==> src/rtl/cpif_pkg.sv <==
package cpif_pkg;
  // Circular pointer advance for a ring of depth entries.
  function automatic int unsigned ring_next(int unsigned p, int unsigned depth);
    return (p + 1 == depth) ? 0 : p + 1;
  endfunction

  // Transfer count carried on the length token: zero for non-vectored.
  function automatic int unsigned token_len(bit vec, int unsigned len);
    return vec ? len : 0;
  endfunction
endpackage

==> src/rtl/cpif_queue.sv <==
module cpif_queue #(
  parameter int OPC_W = 8,
  parameter int LEN_W = 4,
  parameter int TAG_W = 4,
  parameter int DEPTH = 4
) (
  input  logic             clk,
  input  logic             rst_n,
  input  logic             push,
  input  logic [OPC_W-1:0] in_opc,
  input  logic             in_vec,
  input  logic [LEN_W-1:0] in_len,
  input  logic [TAG_W-1:0] in_tag,
  input  logic             pop,
  output logic [OPC_W-1:0] hd_opc,
  output logic             hd_vec,
  output logic [LEN_W-1:0] hd_len,
  output logic [TAG_W-1:0] hd_tag,
  output logic             full,
  output logic             empty
);
  import cpif_pkg::*;
  localparam int PTR_W = (DEPTH > 1) ? $clog2(DEPTH) : 1;
  localparam int CNT_W = $clog2(DEPTH + 1);

  logic [OPC_W-1:0] opc_m [DEPTH];
  logic             vec_m [DEPTH];
  logic [LEN_W-1:0] len_m [DEPTH];
  logic [TAG_W-1:0] tag_m [DEPTH];
  logic [PTR_W-1:0] wr_ptr, rd_ptr;
  logic [CNT_W-1:0] count;
  logic             push_ok;
  logic             pop_ok;

  assign push_ok = push && !full;
  assign pop_ok  = pop && !empty;
  assign full    = (count == CNT_W'(DEPTH));
  assign empty   = (count == '0);

  for (genvar g = 0; g < DEPTH; g++) begin : g_slot
    always_ff @(posedge clk) begin
      if (push_ok && wr_ptr == PTR_W'(g)) begin
        opc_m[g] <= in_opc;
        vec_m[g] <= in_vec;
        len_m[g] <= in_len;
        tag_m[g] <= in_tag;
      end
    end
  end

  always_ff @(posedge clk) begin
    if (!rst_n) begin
      wr_ptr <= '0;
      rd_ptr <= '0;
      count  <= '0;
    end else begin
      if (push_ok) wr_ptr <= PTR_W'(ring_next(int'(wr_ptr), DEPTH));
      if (pop_ok)  rd_ptr <= PTR_W'(ring_next(int'(rd_ptr), DEPTH));
      case ({push_ok, pop_ok})
        2'b10:   count <= count + 1'b1;
        2'b01:   count <= count - 1'b1;
        default: count <= count;
      endcase
    end
  end

  assign hd_opc = opc_m[rd_ptr];
  assign hd_vec = vec_m[rd_ptr];
  assign hd_len = len_m[rd_ptr];
  assign hd_tag = tag_m[rd_ptr];


  no_overflow_chk: assert property (@(posedge clk) disable iff (!rst_n)
    (push && full && !pop) |=> $stable(count))
    else $error("push into full queue changed occupancy");


  count_bound_chk: assert property (@(posedge clk) disable iff (!rst_n)
    count <= CNT_W'(DEPTH))
    else $error("occupancy above depth");
endmodule

==> src/rtl/cpif_issue.sv <==
module cpif_issue #(
  parameter int OPC_W = 8,
  parameter int LEN_W = 4,
  parameter int TAG_W = 4
) (
  input  logic             clk,
  input  logic             rst_n,
  input  logic             q_empty,
  input  logic [OPC_W-1:0] hd_opc,
  input  logic             hd_vec,
  input  logic [LEN_W-1:0] hd_len,
  input  logic [TAG_W-1:0] hd_tag,
  input  logic             can_accept,
  input  logic             ex_ready,
  output logic             pop,
  output logic             len_hold,
  output logic [LEN_W-1:0] len_val,
  output logic [TAG_W-1:0] len_tag,
  output logic             acc_hold,
  output logic             acc_flag,
  output logic [TAG_W-1:0] acc_tag,
  output logic             hand_off,
  output logic [OPC_W-1:0] iss_opc_o,
  output logic [TAG_W-1:0] iss_tag_o
);
  import cpif_pkg::*;

  logic             iss_valid;
  logic [OPC_W-1:0] iss_opc;
  logic [TAG_W-1:0] iss_tag;
  logic             enter_issue;

  assign hand_off    = iss_valid && ex_ready;
  assign enter_issue = !q_empty && (!iss_valid || ex_ready);
  assign pop         = enter_issue;

  assign len_hold = !enter_issue;
  assign len_val  = LEN_W'(token_len(hd_vec, int'(hd_len)));
  assign len_tag  = hd_tag;

  assign acc_hold = !hand_off;
  assign acc_flag = can_accept;
  assign acc_tag  = iss_tag;

  assign iss_opc_o = iss_opc;
  assign iss_tag_o = iss_tag;

  always_ff @(posedge clk) begin
    if (!rst_n) begin
      iss_valid <= 1'b0;
      iss_opc   <= '0;
      iss_tag   <= '0;
    end else if (enter_issue) begin
      iss_valid <= 1'b1;
      iss_opc   <= hd_opc;
      iss_tag   <= hd_tag;
    end else if (hand_off) begin
      iss_valid <= 1'b0;
    end
  end


  stall_hold_chk: assert property (@(posedge clk) disable iff (!rst_n)
    (iss_valid && !ex_ready) |=> (iss_valid && $stable(iss_tag)))
    else $error("issue content moved during stall");


  len_src_chk: assert property (@(posedge clk) disable iff (!rst_n)
    !len_hold |-> !q_empty)
    else $error("length token with empty queue");


  acc_src_chk: assert property (@(posedge clk) disable iff (!rst_n)
    !acc_hold |=> ($past(iss_valid) && $past(ex_ready)))
    else $error("accept token without a handoff");
endmodule

==> src/rtl/cpif_exreg.sv <==
module cpif_exreg #(
  parameter int OPC_W = 8,
  parameter int TAG_W = 4
) (
  input  logic             clk,
  input  logic             rst_n,
  input  logic             take,
  input  logic             accept_in,
  input  logic [OPC_W-1:0] opc_in,
  input  logic [TAG_W-1:0] tag_in,
  output logic             ex_valid,
  output logic [OPC_W-1:0] ex_opcode,
  output logic [TAG_W-1:0] ex_tag,
  output logic             ex_phantom
);
  always_ff @(posedge clk) begin
    if (!rst_n) begin
      ex_valid   <= 1'b0;
      ex_opcode  <= '0;
      ex_tag     <= '0;
      ex_phantom <= 1'b0;
    end else begin
      ex_valid <= take;
      if (take) begin
        ex_opcode  <= opc_in;
        ex_tag     <= tag_in;
        ex_phantom <= !accept_in;
      end
    end
  end


  phantom_chk: assert property (@(posedge clk) disable iff (!rst_n)
    take |=> (ex_valid && ex_phantom == !$past(accept_in) && ex_tag == $past(tag_in)))
    else $error("execute stage entry mismatch");
endmodule

==> src/rtl/cp_issue_front.sv <==
module cp_issue_front #(
  parameter int OPC_W = 8,
  parameter int LEN_W = 4,
  parameter int TAG_W = 4,
  parameter int DEPTH = 4
) (
  input  logic             clk,
  input  logic             rst_n,
  input  logic             push_valid,
  input  logic [OPC_W-1:0] push_opcode,
  input  logic             push_vec,
  input  logic [LEN_W-1:0] push_len,
  input  logic [TAG_W-1:0] push_tag,
  output logic             q_full,
  output logic             q_empty,
  input  logic             can_accept,
  input  logic             ex_ready,
  output logic             len_hold,
  output logic [LEN_W-1:0] len_val,
  output logic [TAG_W-1:0] len_tag,
  output logic             acc_hold,
  output logic             acc_flag,
  output logic [TAG_W-1:0] acc_tag,
  output logic             ex_valid,
  output logic [OPC_W-1:0] ex_opcode,
  output logic [TAG_W-1:0] ex_tag,
  output logic             ex_phantom
);
  logic [OPC_W-1:0] hd_opc;
  logic             hd_vec;
  logic [LEN_W-1:0] hd_len;
  logic [TAG_W-1:0] hd_tag;
  logic             pop;
  logic             hand_off;
  logic [OPC_W-1:0] iss_opc;
  logic [TAG_W-1:0] iss_tag;

  cpif_queue #(.OPC_W(OPC_W), .LEN_W(LEN_W), .TAG_W(TAG_W), .DEPTH(DEPTH)) u_queue (
    .clk(clk), .rst_n(rst_n), .push(push_valid), .in_opc(push_opcode),
    .in_vec(push_vec), .in_len(push_len), .in_tag(push_tag), .pop(pop),
    .hd_opc(hd_opc), .hd_vec(hd_vec), .hd_len(hd_len), .hd_tag(hd_tag),
    .full(q_full), .empty(q_empty)
  );

  cpif_issue #(.OPC_W(OPC_W), .LEN_W(LEN_W), .TAG_W(TAG_W)) u_issue (
    .clk(clk), .rst_n(rst_n), .q_empty(q_empty), .hd_opc(hd_opc),
    .hd_vec(hd_vec), .hd_len(hd_len), .hd_tag(hd_tag),
    .can_accept(can_accept), .ex_ready(ex_ready), .pop(pop),
    .len_hold(len_hold), .len_val(len_val), .len_tag(len_tag),
    .acc_hold(acc_hold), .acc_flag(acc_flag), .acc_tag(acc_tag),
    .hand_off(hand_off), .iss_opc_o(iss_opc), .iss_tag_o(iss_tag)
  );

  cpif_exreg #(.OPC_W(OPC_W), .TAG_W(TAG_W)) u_ex (
    .clk(clk), .rst_n(rst_n), .take(hand_off), .accept_in(acc_flag),
    .opc_in(iss_opc), .tag_in(iss_tag), .ex_valid(ex_valid),
    .ex_opcode(ex_opcode), .ex_tag(ex_tag), .ex_phantom(ex_phantom)
  );


  refill_chk: assert property (@(posedge clk) disable iff (!rst_n)
    (hand_off && !q_empty) |-> !len_hold)
    else $error("issue not refilled on handoff");
endmodule

==> config.mk <==
export PLATFORM = sky130hd
export DESIGN_NAME = cp_issue_front
export DESIGN_NICKNAME = d
export VERILOG_FILES = /design/src/rtl/cpif_pkg.sv /design/src/rtl/cpif_queue.sv /design/src/rtl/cpif_issue.sv /design/src/rtl/cpif_exreg.sv /design/src/rtl/cp_issue_front.sv
export SDC_FILE = /design/constraint.sdc
export NUM_CORES = 1
export LEC_CHECK = 0
export ABC_AREA = 1
export ABC_CLOCK_PERIOD_IN_PS = 4900
export BUFFER_PORTS_ARGS = -buffer_cell sky130_fd_sc_hd__buf_2
export CAP_MARGIN = 5
export CELL_PAD_IN_SITES_DETAIL_PLACEMENT = 1
export CELL_PAD_IN_SITES_GLOBAL_PLACEMENT = 1
export CORE_ASPECT_RATIO = 1.2
export CORE_MARGIN = 5
export CORE_UTILIZATION = 48
export CTS_CLUSTER_DIAMETER = 60
export DETAILED_ROUTE_END_ITERATION = 10
export PLACE_DENSITY = 0.82
export SYNTH_ARGS = -nofsm -noshare
export SYNTH_HDL_FRONTEND = slang
export SYNTH_SLANG_ARGS = --single-unit
==> constraint.sdc <==
create_clock -name clk -period 4.9 [get_ports clk]
set_clock_uncertainty 0.2 [all_clocks]
set_input_delay 0.245 -clock clk [delete_from_list [all_inputs] [get_ports clk]]
set_output_delay 0.245 -clock clk [all_outputs]
set_load 0.01 [all_outputs]
# Yosys cells after proc, flatten, opt, wreduce, memory -nomap -nowiden
# Memories as Yosys holds them, arrays and structs flattened. A register that Yosys moved wholly into a read port is not among the register bits.
# Index checks and enable logic that the tools add are counted.
dict set report totals {
  regBits 26
  mem_bits_rw 68
  inputBits 22
  out_inout_bits 31
  word_cells 113
  n_memories 4
}
# memory depth word_bits rd rd_ports_with_merged_regs wr line
set mem_list {}
lappend mem_list {u_queue.opc_m 4 8 1 1 1 cpif_queue.sv:26} ;# logic [OPC_W-1:0] opc_m [DEPTH];
lappend mem_list {u_queue.len_m 4 4 1 1 1 cpif_queue.sv:28} ;# logic [LEN_W-1:0] len_m [DEPTH];
lappend mem_list {u_queue.tag_m 4 4 1 1 1 cpif_queue.sv:29} ;# logic [TAG_W-1:0] tag_m [DEPTH];
lappend mem_list {u_queue.vec_m 4 1 1 1 1 cpif_queue.sv:27} ;# logic vec_m [DEPTH];
dict set report classes {
  add_sub_neg 4
  eq_ne 8
  muxes 56
  n_reduce_logical 32
}
# cell count
set op_table {}
lappend op_table {{2-bit two-way mux} 20}
lappend op_table {{4-bit two-way mux} 7}
lappend op_table {{1-bit two-way mux} 25}
lappend op_table {{8-bit two-way mux} 3}
lappend op_table {{4-bit OR reduction} 6}
lappend op_table {{8-bit OR reduction} 3}
lappend op_table {{3-bit equality test (second input constant)} 3}
lappend op_table {{1-bit logical AND} 8}
lappend op_table {{1-bit logical NOT} 7}
lappend op_table {{2-bit by 1-bit adder with 3-bit output (second input constant)} 2}
lappend op_table {{2-bit equality test (second input constant)} 3}
lappend op_table {{3-bit one-hot mux with 2 select lines} 1}
lappend op_table {{2-bit by 1-bit equality test with 1-bit output (second input constant)} 2}
lappend op_table {{2-bit nonzero test} 2}
lappend op_table {{3-bit by 1-bit adder with 3-bit output (second input constant)} 1}
lappend op_table {{3-bit logical NOT} 1}
lappend op_table {{1-bit OR reduction} 3}
lappend op_table {{3-bit by 1-bit subtractor with 3-bit output (second input constant)} 1}
lappend op_table {{2-bit logical NOT} 1}
lappend op_table {{1-bit logical OR} 1}

# Logic depth before layout (Yosys ltp)
# Gate-level depths: netlist (run 1).
dict set report logic_depth {
  depth_word 10
  ltp_mapped 13
  ltp_nobuf 13
}

# By module
# A second synthesis (run 1) with hierarchy kept.
dict set report unflattened {
  cells_unflattened 422
  hier_area_um2 4376.7
}
# mod instances cells_per_inst area_each_um2 seq_area_each_um2
set by_module_without_submodules {}
lappend by_module_without_submodules {cpif_queue 1 235 3079.2 2222.1}
lappend by_module_without_submodules {cpif_issue 1 103 728.2 260.2}
lappend by_module_without_submodules {cpif_exreg 1 84 569.3 280.3}

# Worst setup path after synthesis (run 1)
# No wires, ideal clock.
dict set report synth_timing {
  kind {register to register}
  start {register u_queue.count[1]}
  end {memory u_queue.len_m[0][0], enable pin}
  setup_time_ps 391
  arrival_ps 1371
  required_ps 4309
  slack_ps 2938
  path_stages_with_launch 5
  n_path_buf 0
  synth_period_minus_slack_ps 1962
  cell_sequence {dfxtp_1 inv_2 nand3_1 nand2_2 nor2_1}
}
dict set report synth_between {
  elab_chain_len 10
  word_cells_on_any_way 24
  classes_between {eq/ne (1); mux (14); reduce/logical (9)}
}
# item line
set synth_lines {}
lappend synth_lines {{start: declaration} cpif_queue.sv:31} ;# logic [CNT_W-1:0] count;
lappend synth_lines {{start signal: assignment} cpif_queue.sv:60} ;# 2'b10: count <= count + 1'b1;
lappend synth_lines {{start signal: assignment} cpif_queue.sv:61} ;# 2'b01: count <= count - 1'b1;
lappend synth_lines {{start signal: assignment} cpif_queue.sv:62} ;# default: count <= count;
lappend synth_lines {{3-bit equality test *} cpif_queue.sv:37} ;# assign full = (count == CNT_W'(DEPTH));
lappend synth_lines {{1-bit logical NOT *} cpif_queue.sv:35} ;# assign push_ok = push && !full;
lappend synth_lines {{1-bit logical AND *} cpif_queue.sv:35}
lappend synth_lines {{1-bit logical AND} cpif_queue.sv:42} ;# if (push_ok && wr_ptr == PTR_W'(g)) begin
lappend synth_lines {{1-bit two-way mux} cpif_queue.sv:42}
lappend synth_lines {{1-bit two-way mux (implied by the code)} cpif_queue.sv:45} ;# len_m[g] <= in_len;
lappend synth_lines {{4-bit OR reduction (no source line)} -}
lappend synth_lines {{2-bit two-way mux (no source line) or 1-bit two-way mux (tied branches) (3 in a row)} -}
lappend synth_lines {{end: declaration} cpif_queue.sv:28}
# Mark *: on every way between the ends. The rest lies on a longest branch, timed or not.

# Final worst setup path (run 1)
dict set report layout_timing {
  start {input port ex_ready}
  end {register u_queue.count[2]}
}
dict set report layout_between {
  elab_chain_len 5
  word_cells_on_any_way 7
  classes_between {eq/ne (2); mux (1); reduce/logical (4)}
}
# item line
set layout_lines {}
lappend layout_lines {{start: declaration} cp_issue_front.sv:17} ;# input logic ex_ready,
lappend layout_lines {{1-bit logical OR *} cpif_issue.sv:34} ;# assign enter_issue = !q_empty && (!iss_valid || ex_ready);
lappend layout_lines {{1-bit logical AND *} cpif_issue.sv:34}
lappend layout_lines {{1-bit logical AND *} cpif_queue.sv:36} ;# assign pop_ok = pop && !empty;
lappend layout_lines {{2-bit by 1-bit equality test with 1-bit output or 2-bit equality test (tied branches)} cpif_queue.sv:59} ;# case ({push_ok, pop_ok})
lappend layout_lines {{3-bit one-hot mux with 2 select lines or 2-bit nonzero test (tied branches)} -}
# Marked as above.
# A chain may end at the register's enable or synchronous reset.

==> flow_summary.yaml, run 1 <==
status:
  status: "finished, final reports clean"
final_layout:
  finish.utilization_pct: 56.5
  drive_above_1_share_pct: 15.7
  nNetsFinal: 554
  num-fill-cells: 1061
  seqCellArea_um2: 2760
  area_growth_pct: 16.4
  layout_common_cells: "nand2_1, inv_1, edfxtp_1"
  final_common_cell: "nand2_1"
  diodes: 0
  multiInputGateArea_um2: 1120
  postLayoutCellArea_um2: 5050
  instances_no_fill: 649
critical_path:
  slowest_stage: "dlygate4sd3_1"
  crit_fanout: 26
  cp_num_cells: 15
  crit_path_start_kind: "primary input"
  timing.rr.end: "u_queue.count[2]"
  crit_family: "buffers and inverters"
  path_class: "in -> reg"
  crit_path_end_kind: "flop"
  crit_chain: "dlygate4sd3_1, buf_2, inv_1, nand2_1, nand2_4, inv_1, ha_1, inv_1, fa_1, inv_1, nand2_1, nand3_1, nand2_1, nand2_1, nor2_1"
  crit_arrival_ns: 2.57
  cp.required_ns: 4.96
  cpPeakStageDelay_ns: 0.52
  ff2ff_setup_slack_ns: 2.58
  critical_path_buf_inv_count: 6
  r2r-start: "u_queue.count[2]"
  r2r_cells: 13
drt:
  vias_per_cell: 4.79
  highest_layer: "met4"
  dr.pass1.iters: 4
  drtIter0Drc: 125
  via_count: 3107
  wl_per_cell_um: 14.6
  drc: 0
  antenna_left: 0
  met2_wirelength_mm: 5.02
  m1WireLength_mm: 4.01
  wl_met3_um: 340
  wl_mm: 9.49
grt:
  grt_max_degree: 33
  grt_pass1_wl_mm: 15.6
  grt_usage_pct: 17.7
  grt_antenna_before_repair: 0
  grt-ovfl-total: 0
  grt_pass1_vias: 3283
timing:
  rsz0062_at_grt: "no"
  fin_crit_sh_pct: 51.2
  slew_violations: 0
  relSlewSlack_pct: 49.3
  final.setup.tns_ns: 0
  finalSetupViolations: 0
  setup_slack_ns: 2.39
  period_needed_ns: 2.51
  worstMarginPinSlew_ns: 0.759
  timing.fmax_ghz: 0.399
  hold_violations: 0
hold_path:
  hold-path-cell-count: 3
  worstHoldEndpoint: "u_issue.acc_tag[2]"
  min_from: "rst_n"
  worstHoldPathType: "in -> reg"
synth:
  synth_cell_types: 23
  ys_warn_count: 0
  ys_ff_latch: 104
  synth_fp_nets: 483
  synth-seq-area-share_pct: 63.6
  syn_area_um2: 4340
  syn_avg_cell_area_um2: 9.58
  netlist_instances: 453
cts:
  clock_latency_ns: 0.37
  cts_root_buffer: "clkbuf_8"
  cts_tree: "built"
  clk_pin_slew_ns: 0.10
  cts.sink_count: 104
  htree_levels: 3
  cts_buffers: 9
  cts.path.max_buffers: 2
floorplanning:
  core_um2: 8940
  die_y_um: 114
  fp-row-count: 38
  die_w_um: 96.8
  dieArea_um2: 11100
  ioPinCount: 53
  start_util_pct: 48.6
placed_design:
  placed_cell_area_um2: 4660
  dpl_worst_slack_ns: 2.67
  numPortBuffers: 52
  place_inst: 613
  gp_congestion: 0.706
  post-dp-hpwl_mm: 6.17
power:
  power.density_nw_per_um2: 535
  ir_drop_v: 0.000304
  leakage_nw: 2.36
job:
  maxCapViolCount: 0
[layout make-up]
type,count,share of cell area (%)
Timing Repair Buffer,76,9.71
Multi-Input combinational cell,244,22.1
Tap cell,120,2.97
Inverter,89,6.71
Clock buffer,9,2.45
Clock inverter,7,1.36
Sequential cell,104,54.7
[per-layer routing]
metal,GRT usage [%],up-vias
met5,0,-
met3,3.41,8
met2,32.3,59
li1,-,1554
met1,20.4,1486
met4,7.02,0
[metrics by stage]
stage / power (mW) / hold slack, ns
2_1_floorplan: 1.91 / 0.134
3_3_place_gp: 2.11 / 0.233
3_5_place_dp: 2.17 / 0.244
4_1_cts: 2.73 / 0.158
5_1_grt: 2.90 / 0.180
6_report: 2.70 / 0.167
[worst reg2reg max path, delay by kind of cell (launching register included)]
family | cells | cell delay, ns
simple gates | 7 | 0.66
fa+ha+maj | 2 | 0.59
buf+inv | 4 | 0.40
flops | 1 | 0.35
[power breakdown]
group	internal [mW]	total (mW)	switching, mW	leakage (nW)
logic	0.329	0.966	0.637	1.35
registers	1.09	1.21	0.123	0.921
clock network	0.236	0.528	0.291	0.0936
total	1.65	2.70	1.05	2.36
[repair_timing]
action,CTS,global route
hold buffers,20,0
buffers inserted,0,0
resized for setup,0,0
hold endpoints to repair,72,0
[flip-flops by register name, indices dropped and copies added, names as in the netlist, named ones only]
signal,cells
u_issue.iss_opc_o,8
u_ex.ex_phantom,1
u_queue.rd_ptr,2
u_ex.ex_tag,4
u_queue.vec_m,4
u_queue.tag_m,16
u_issue.acc_tag,4
u_queue.opc_m,32
u_queue.len_m,16
u_ex.ex_opcode,8
u_queue.wr_ptr,2
u_queue.count,3
u_issue.iss_valid,1
u_ex.ex_valid,1
[how the worst max path moves through the flow]
stage	startpoint	slack [ns]	to
2_1_floorplan	u_queue.count[1]	2.94	u_queue.len_m[0][0]
3_3_place_gp	ex_ready	2.81	u_queue.count[2]
3_5_place_dp	ex_ready	2.67	u_queue.count[2]
4_1_cts	ex_ready	2.40	u_queue.count[2]
5_1_grt	ex_ready	2.26	u_queue.count[2]
6_report	ex_ready	2.39	u_queue.count[2]
[synthesized netlist by cell type]
cell | count | share of area [%]
nand2_1 | 106 | 9.2
inv_1 | 83 | 7.2
edfxtp_1 | 68 | 47
nor2_1 | 52 | 4.5
dfxtp_1 | 36 | 17
nand3_1 | 29 | 3.3
a21oi_1 | 17 | 2.0
o21ai_0 | 17 | 2.0
ha_1 | 7 | 2.0
o21ai_1 | 7 | 0.81
buf_2 | 5 | 0.58
buf_4 | 5 | 0.86
buf_6 | 5 | 1.3
inv_2 | 4 | 0.35
nand2_2 | 3 | 0.43
inv_4 | 2 | 0.29
clkbuf_1 | 1 | 0.086
fa_1 | 1 | 0.46
nand2_4 | 1 | 0.26
nand3_2 | 1 | 0.23
nand3b_1 | 1 | 0.17
o211ai_2 | 1 | 0.29
or2_1 | 1 | 0.14
[cell families after synthesis]
group / after synthesis / share of synthesized area [%]
buffers and inverters: 105 / 10.6
AND/OR/NAND/NOR: 194 / 18.2
adder cells (fa/ha/maj): 8 / 2.48
flip-flops: 104 / 63.6
AO/OA/AOI/OAI: 42 / 5.01
Power figures use the tool's default switching activity.
==> run 2, diff against run 1 <==
ABC_AREA = 0   (was 1)
ABC_CLOCK_PERIOD_IN_PS = 2029   (was 4900)
CORE_UTILIZATION = 43   (was 48)
PLACE_DENSITY = 0.73   (was 0.82)
clock period = 2.03 ns   (was 4.9 ns; I/O delays follow)
==> flow_summary.yaml, run 2 <==
status:
  status: "finished, violations left"
  violations: "negative setup slack"
drt:
  wl_per_cell_um: 17.8
  via_count: 2367
  drc: 0
  vias_per_cell: 4.94
  antenna_left: 0
  wl_mm: 8.54
  drtIter0Drc: 74
  dr.pass1.iters: 4
critical_path:
  crit_family: "simple AND/OR/NAND/NOR gates"
  cp.required_ns: 2.13
  crit_end: "u_queue.count[2]"
  cp_num_cells: 10
  path_class: "reg -> reg"
  slowest_stage: "or3b_4"
  startpoint: "u_queue.count[1]"
  r2r_cells: 10
  crit_path_start_kind: "flop"
  crit_chain: "or3b_4, inv_4, nor2_4, inv_2, ha_4, inv_2, fa_2, xor2_1, or3_1, a21oi_2"
  r2r-start: "u_queue.count[1]"
  ff2ff_setup_slack_ns: -0.32
  critical_path_buf_inv_count: 3
  path_common_cell: "inv_2"
  crit_arrival_ns: 2.45
  timing.rr.end: "u_queue.count[2]"
  cpPeakStageDelay_ns: 0.41
  crit_path_end_kind: "flop"
  crit_fanout: 2
job:
  maxCapViolCount: 0
cts:
  cts.sink_count: 104
  cts_root_buffer: "clkbuf_8"
  htree_levels: 3
  clock_latency_ns: 0.36
  clk_pin_slew_ns: 0.11
  cts_tree: "built"
  cts.path.max_buffers: 2
  cts_buffers: 9
power:
  power.density_nw_per_um2: 1290
  leakage_nw: 1.87
  finalPower_mw: 6.52
  ir_drop_v: 0.000606
grt:
  grt_pass1_wl_mm: 13.4
  grt_usage_pct: 15.6
  grt_pass1_vias: 2496
  grt_max_degree: 23
  grt-ovfl-total: 0
  grt_antenna_before_repair: 0
synth:
  syn_area_um2: 3970
  synth-seq-area-share_pct: 69.6
  yosys.area.top_type: "edfxtp_1"
  synth_top_area_share_pct: 51.4
  synth_common_cells: "edfxtp_1, dfxtp_1, nand2_1"
  synth_most_common_cell: "edfxtp_1"
  synth_edf_count: 68
  ys_ff_latch: 104
  ys.flop_type: "edfxtp_1"
  async_reset_ff_share_pct: 0
  synth.area.top_cells: "edfxtp_1, dfxtp_1, mux4_2"
  netlist_instances: 254
  synth_fp_nets: 284
  syn_avg_cell_area_um2: 15.6
  ys_warn_count: 0
  synth_cell_types: 31
timing:
  slew_violations: 0
  rsz0062_at_grt: "yes"
  relSlewSlack_pct: 56.8
  setup_slack_ns: -0.324
  timing.fmax_ghz: 0.425
  finalSetupViolations: 4
  fin_crit_sh_pct: 116
  worstMarginPinSlew_ns: 0.645
  final.setup.tns_ns: -0.427
  period_needed_ns: 2.35
  hold_violations: 0
final_layout:
  reg.largest.list: "u_queue.opc_m: 32 flops, u_queue.len_m: 16 flops, u_queue.tag_m: 16 flops"
  diodes: 0
  finish.utilization_pct: 56.1
  largest_reg_flops: 32
  nNetsFinal: 384
  layout_common_cells: "edfxtp_1, buf_2, nand2_1"
  final_common_cell: "edfxtp_1"
  area_growth_pct: 27.7
  regMostFlops: "u_queue.opc_m"
  drive_above_1_share_pct: 39.3
  instances_no_fill: 479
  num-fill-cells: 907
floorplanning:
  fp-row-count: 38
  dieArea_um2: 11300
  ioPinCount: 53
  start_util_pct: 43.9
  die_w_um: 97.7
  core_um2: 9030
  die_y_um: 115
placed_design:
  place_inst: 430
  post-dp-hpwl_mm: 5.37
  numPortBuffers: 52
  gp_congestion: 0.713
hold_path:
  worstHoldPathType: "in -> reg"
run 2: cell types whose count changed after synthesis, sizes merged, moves of 17 or more:
cell,delta
o21ai,-19
nor2,-45
mux4,+17
nand2,-74
inv,-78
nand3,-29
run 2: repair_timing:
item / CTS / global route
endpoints found under the setup margin: 6 / 20
pin swaps: 2 / 2
hold buffers: 22 / 1
buffers inserted: 6 / 4
hold endpoints to repair: 82 / 1
resized for setup: 12 / 12
cloned: 1 / 0
run 2: layout make-up:
cell class | instances | area [um2] | share of cell area, %
sequential | 104 | 2770 | 54.6
multi-input combinational | 126 | 1130 | 22.3
tap | 120 | 150 | 2.96
clock inverter | 7 | 78.8 | 1.55
timing repair buffer | 102 | 772 | 15.2
inverter | 11 | 43.8 | 0.864
clock buffer | 9 | 124 | 2.44
run 2: cell families (layout without fill, tap and decap cells):
logic type / count (synthesis) / count (layout) / synth area share, %
xor+xnor: 2 / 2 / 0.441
mux: 17 / 17 / 9.64
buf+inv: 24 / 129 / 2.99
flops: 104 / 104 / 69.6
compound gates: 37 / 37 / 7.12
simple gates: 62 / 62 / 7.50
fa+ha+maj: 8 / 8 / 2.71
run 2: per-stage QoR:
stage | hold WS, ns | area [um2] | worst slack (ns)
finish | 0.0733 | 5070 | -0.324
global route | 0.0912 | 5070 | -0.404
CTS | 0.000593 | 4990 | -0.269
detailed placement | 0.106 | 4440 | -0.251
global placement | 0.0963 | 4440 | -0.194
floorplan | -0.00282 | 3980 | -0.238
run 2: per-layer routing:
metal	part of all wire, %	global-route usage, %	routed length [um]
met1	41	18.8	3530
met2	52	27.3	4480
met3	4.6	3.28	397
met4	1.5	6.93	132
met5	0	0	0
run 2: power by group:
part           internal, mW  total [mW]  switching (mW)
registers              2.61        2.85           0.241
clock network         0.584        1.31           0.730
logic                  1.23        2.36            1.12
total                  4.43        6.52            2.09
run 2: worst min path at each step:
stage	start	endpoint	slack, ns	cells past startpoint
floorplan	can_accept	u_ex.ex_phantom	-0.003	1
global placement	can_accept	u_ex.ex_phantom	0.1	2
detailed placement	can_accept	u_ex.ex_phantom	0.11	2
CTS	push_valid	u_queue.wr_ptr[0]	0.0006	4
global route	push_valid	u_queue.wr_ptr[0]	0.09	4
finish	push_valid	u_queue.wr_ptr[0]	0.07	4
run 2: worst min-delay path, stage by stage:
cell and delay (ns):
buf_2 0.13, inv_1 0.10, o21ai_0 0.18, a21oi_1 0.08
==> run 3, diff against run 2 <==
ABC_AREA = 1   (was 0)
CORE_UTILIZATION = 40   (was 43)
GPL_ROUTABILITY_DRIVEN = 0   (was unset)
==> flow_summary.yaml, run 3 (synthesis gave the netlist of run 1 again) <==
power:
  power.density_nw_per_um2: 1360
  leakage_nw: 2.46
  finalPower_mw: 7.13
  ir_drop_v: 0.000438
final_layout:
  final_common_cell: "nand2_1"
  num-fill-cells: 1223
  area_growth_pct: 21.2
  layout_common_cells: "nand2_1, inv_1, edfxtp_1"
  nNetsFinal: 561
  diodes: 0
  drive_above_1_share_pct: 18.5
  largest_reg_flops: 32
  reg.largest.list: "u_queue.opc_m: 32 flops, u_queue.len_m: 16 flops, u_queue.tag_m: 16 flops"
  regMostFlops: "u_queue.opc_m"
drt:
  drc: 0
  vias_per_cell: 4.67
  via_count: 3106
  wl_per_cell_um: 14.3
  drtIter0Drc: 132
  antenna_left: 0
  dr.pass1.iters: 4
  wl_mm: 9.51
placed_design:
  numPortBuffers: 52
  post-dp-hpwl_mm: 6.30
cts:
  clock_latency_ns: 0.34
  cts_root_buffer: "clkbuf_16"
  htree_levels: 3
  cts_buffers: 9
  cts.sink_count: 104
  clk_pin_slew_ns: 0.07
  cts_tree: "built"
  cts.path.max_buffers: 2
timing:
  fin_hold_ws_ns: 0.0280
  timing.fmax_ghz: 0.526
  slew_violations: 0
  fin_crit_sh_pct: 93.6
  hold_violations: 0
  finalSetupViolations: 0
  relSlewSlack_pct: 63.8
  worstMarginPinSlew_ns: 0.542
  period_needed_ns: 1.90
  rsz0062_at_grt: "no"
floorplanning:
  dieArea_um2: 13000
  core_um2: 10600
  die_w_um: 105
  start_util_pct: 41.1
  die_y_um: 124
  fp-row-count: 41
  ioPinCount: 53
hold_path:
  worstHoldEndpoint: "u_issue.iss_valid"
  hold-path-cell-count: 6
  min_from: "ex_ready"
  worstHoldPathType: "in -> reg"
job:
  maxCapViolCount: 0
critical_path:
  crit_fanout: 5
  crit_chain: "inv_2, nand3_2, nand2_2, ha_2, inv_1, fa_2, nand2_1, nand3_2, nand2_1, nand2_1, nor2_1"
  ff2ff_setup_slack_ns: 0.13
  slowest_stage: "fa_2"
  path_common_cell: "nand2_1"
  r2r-start: "u_queue.count[0]"
  path_class: "reg -> reg"
  crit_path_end_kind: "flop"
  timing.rr.end: "u_queue.count[2]"
  crit_arrival_ns: 1.98
  crit_path_start_kind: "flop"
  r2r_cells: 11
  cpPeakStageDelay_ns: 0.34
  cp.required_ns: 2.11
grt:
  grt_pass1_vias: 3321
  grt-ovfl-total: 0
  grt_pass1_wl_mm: 15.8
  grt_antenna_before_repair: 0
  grt_max_degree: 33
  grt_usage_pct: 15.4
status:
  status: "finished, final reports clean"
run 3: changes by cell type in the layout (fill, tap and decap cells not counted), moves of 17 or more:
cell	delta
mux4_2	-17
nor2_1	+47
inv_1	+75
nand3_1	+26
nand2_1	+70
run 3: cell type report:
type                       count  area (um2)  share of cell area (%)
tap                          129         161                    3.07
clock inverter                 4        50.0                   0.951
multi-input combinational    244        1140                    21.7
inverter                      89         339                    6.45
sequential                   104        2770                    52.6
clock buffer                  12         256                    4.88
timing repair buffer          83         547                    10.4
run 3: repair_timing:
item	CTS	global route
buffers inserted	1	0
endpoints found under the hold margin	72	0
endpoints found under the setup margin	1	2
gates resized for setup	3	8
pin swaps	1	1
hold buffers	20	0
run 3: power breakdown:
part / switching, mW / internal (mW) / total (mW)
logic: 1.68 / 0.900 / 2.58
clock network: 0.727 / 1.03 / 1.75
registers: 0.162 / 2.63 / 2.80
total: 2.57 / 4.56 / 7.13
run 3: worst max-delay path by stage:
| stage | startpoint | endpoint | slack, ns | cells past startpoint |
|---|---|---|---|---|
| 2_1_floorplan | u_queue.count[1] | u_queue.len_m[0][0] | 0.07 | 4 |
| 3_3_place_gp | u_queue.count[0] | u_queue.count[2] | 0.15 | 12 |
| 3_5_place_dp | u_queue.count[0] | u_queue.count[2] | -0.03 | 11 |
| 4_1_cts | u_queue.count[1] | u_queue.count[2] | 0.01 | 12 |
| 5_1_grt | u_queue.count[0] | u_queue.count[2] | 0.006 | 11 |
| 6_report | u_queue.count[0] | u_queue.count[2] | 0.13 | 11 |
run 3: metrics by stage:
step           setup TNS (ns)  worst slack, ns  std cells  cell area (um2)  util (%)
2_1_floorplan               0           0.0683        453             4340         -
3_3_place_gp                0            0.150        628             4720      44.6
3_5_place_dp          -0.0292          -0.0292        628             4720      44.6
4_1_cts                     0           0.0125        665             5240      49.6
5_1_grt                     0          0.00649        665             5260      49.8
6_report                    0            0.130        665             5260      49.8
run 3: metal layers:
| layer | track usage (%) | vias to the layer above | routed length (um) |
|---|---|---|---|
| li1 | - | 1566 | - |
| met1 | 17.8 | 1480 | 4120 |
| met2 | 28.0 | 47 | 4890 |
| met3 | 3.16 | 13 | 342 |
| met4 | 6.08 | 0 | 167 |
| met5 | 0 | - | 0 |
run 3: worst max-delay path: cells and delay by family (launching register included):
kind,cells,cell delay [ns]
simple gates,7,0.60
fa+ha+maj,2,0.52
flops,1,0.32
buf+inv,2,0.19
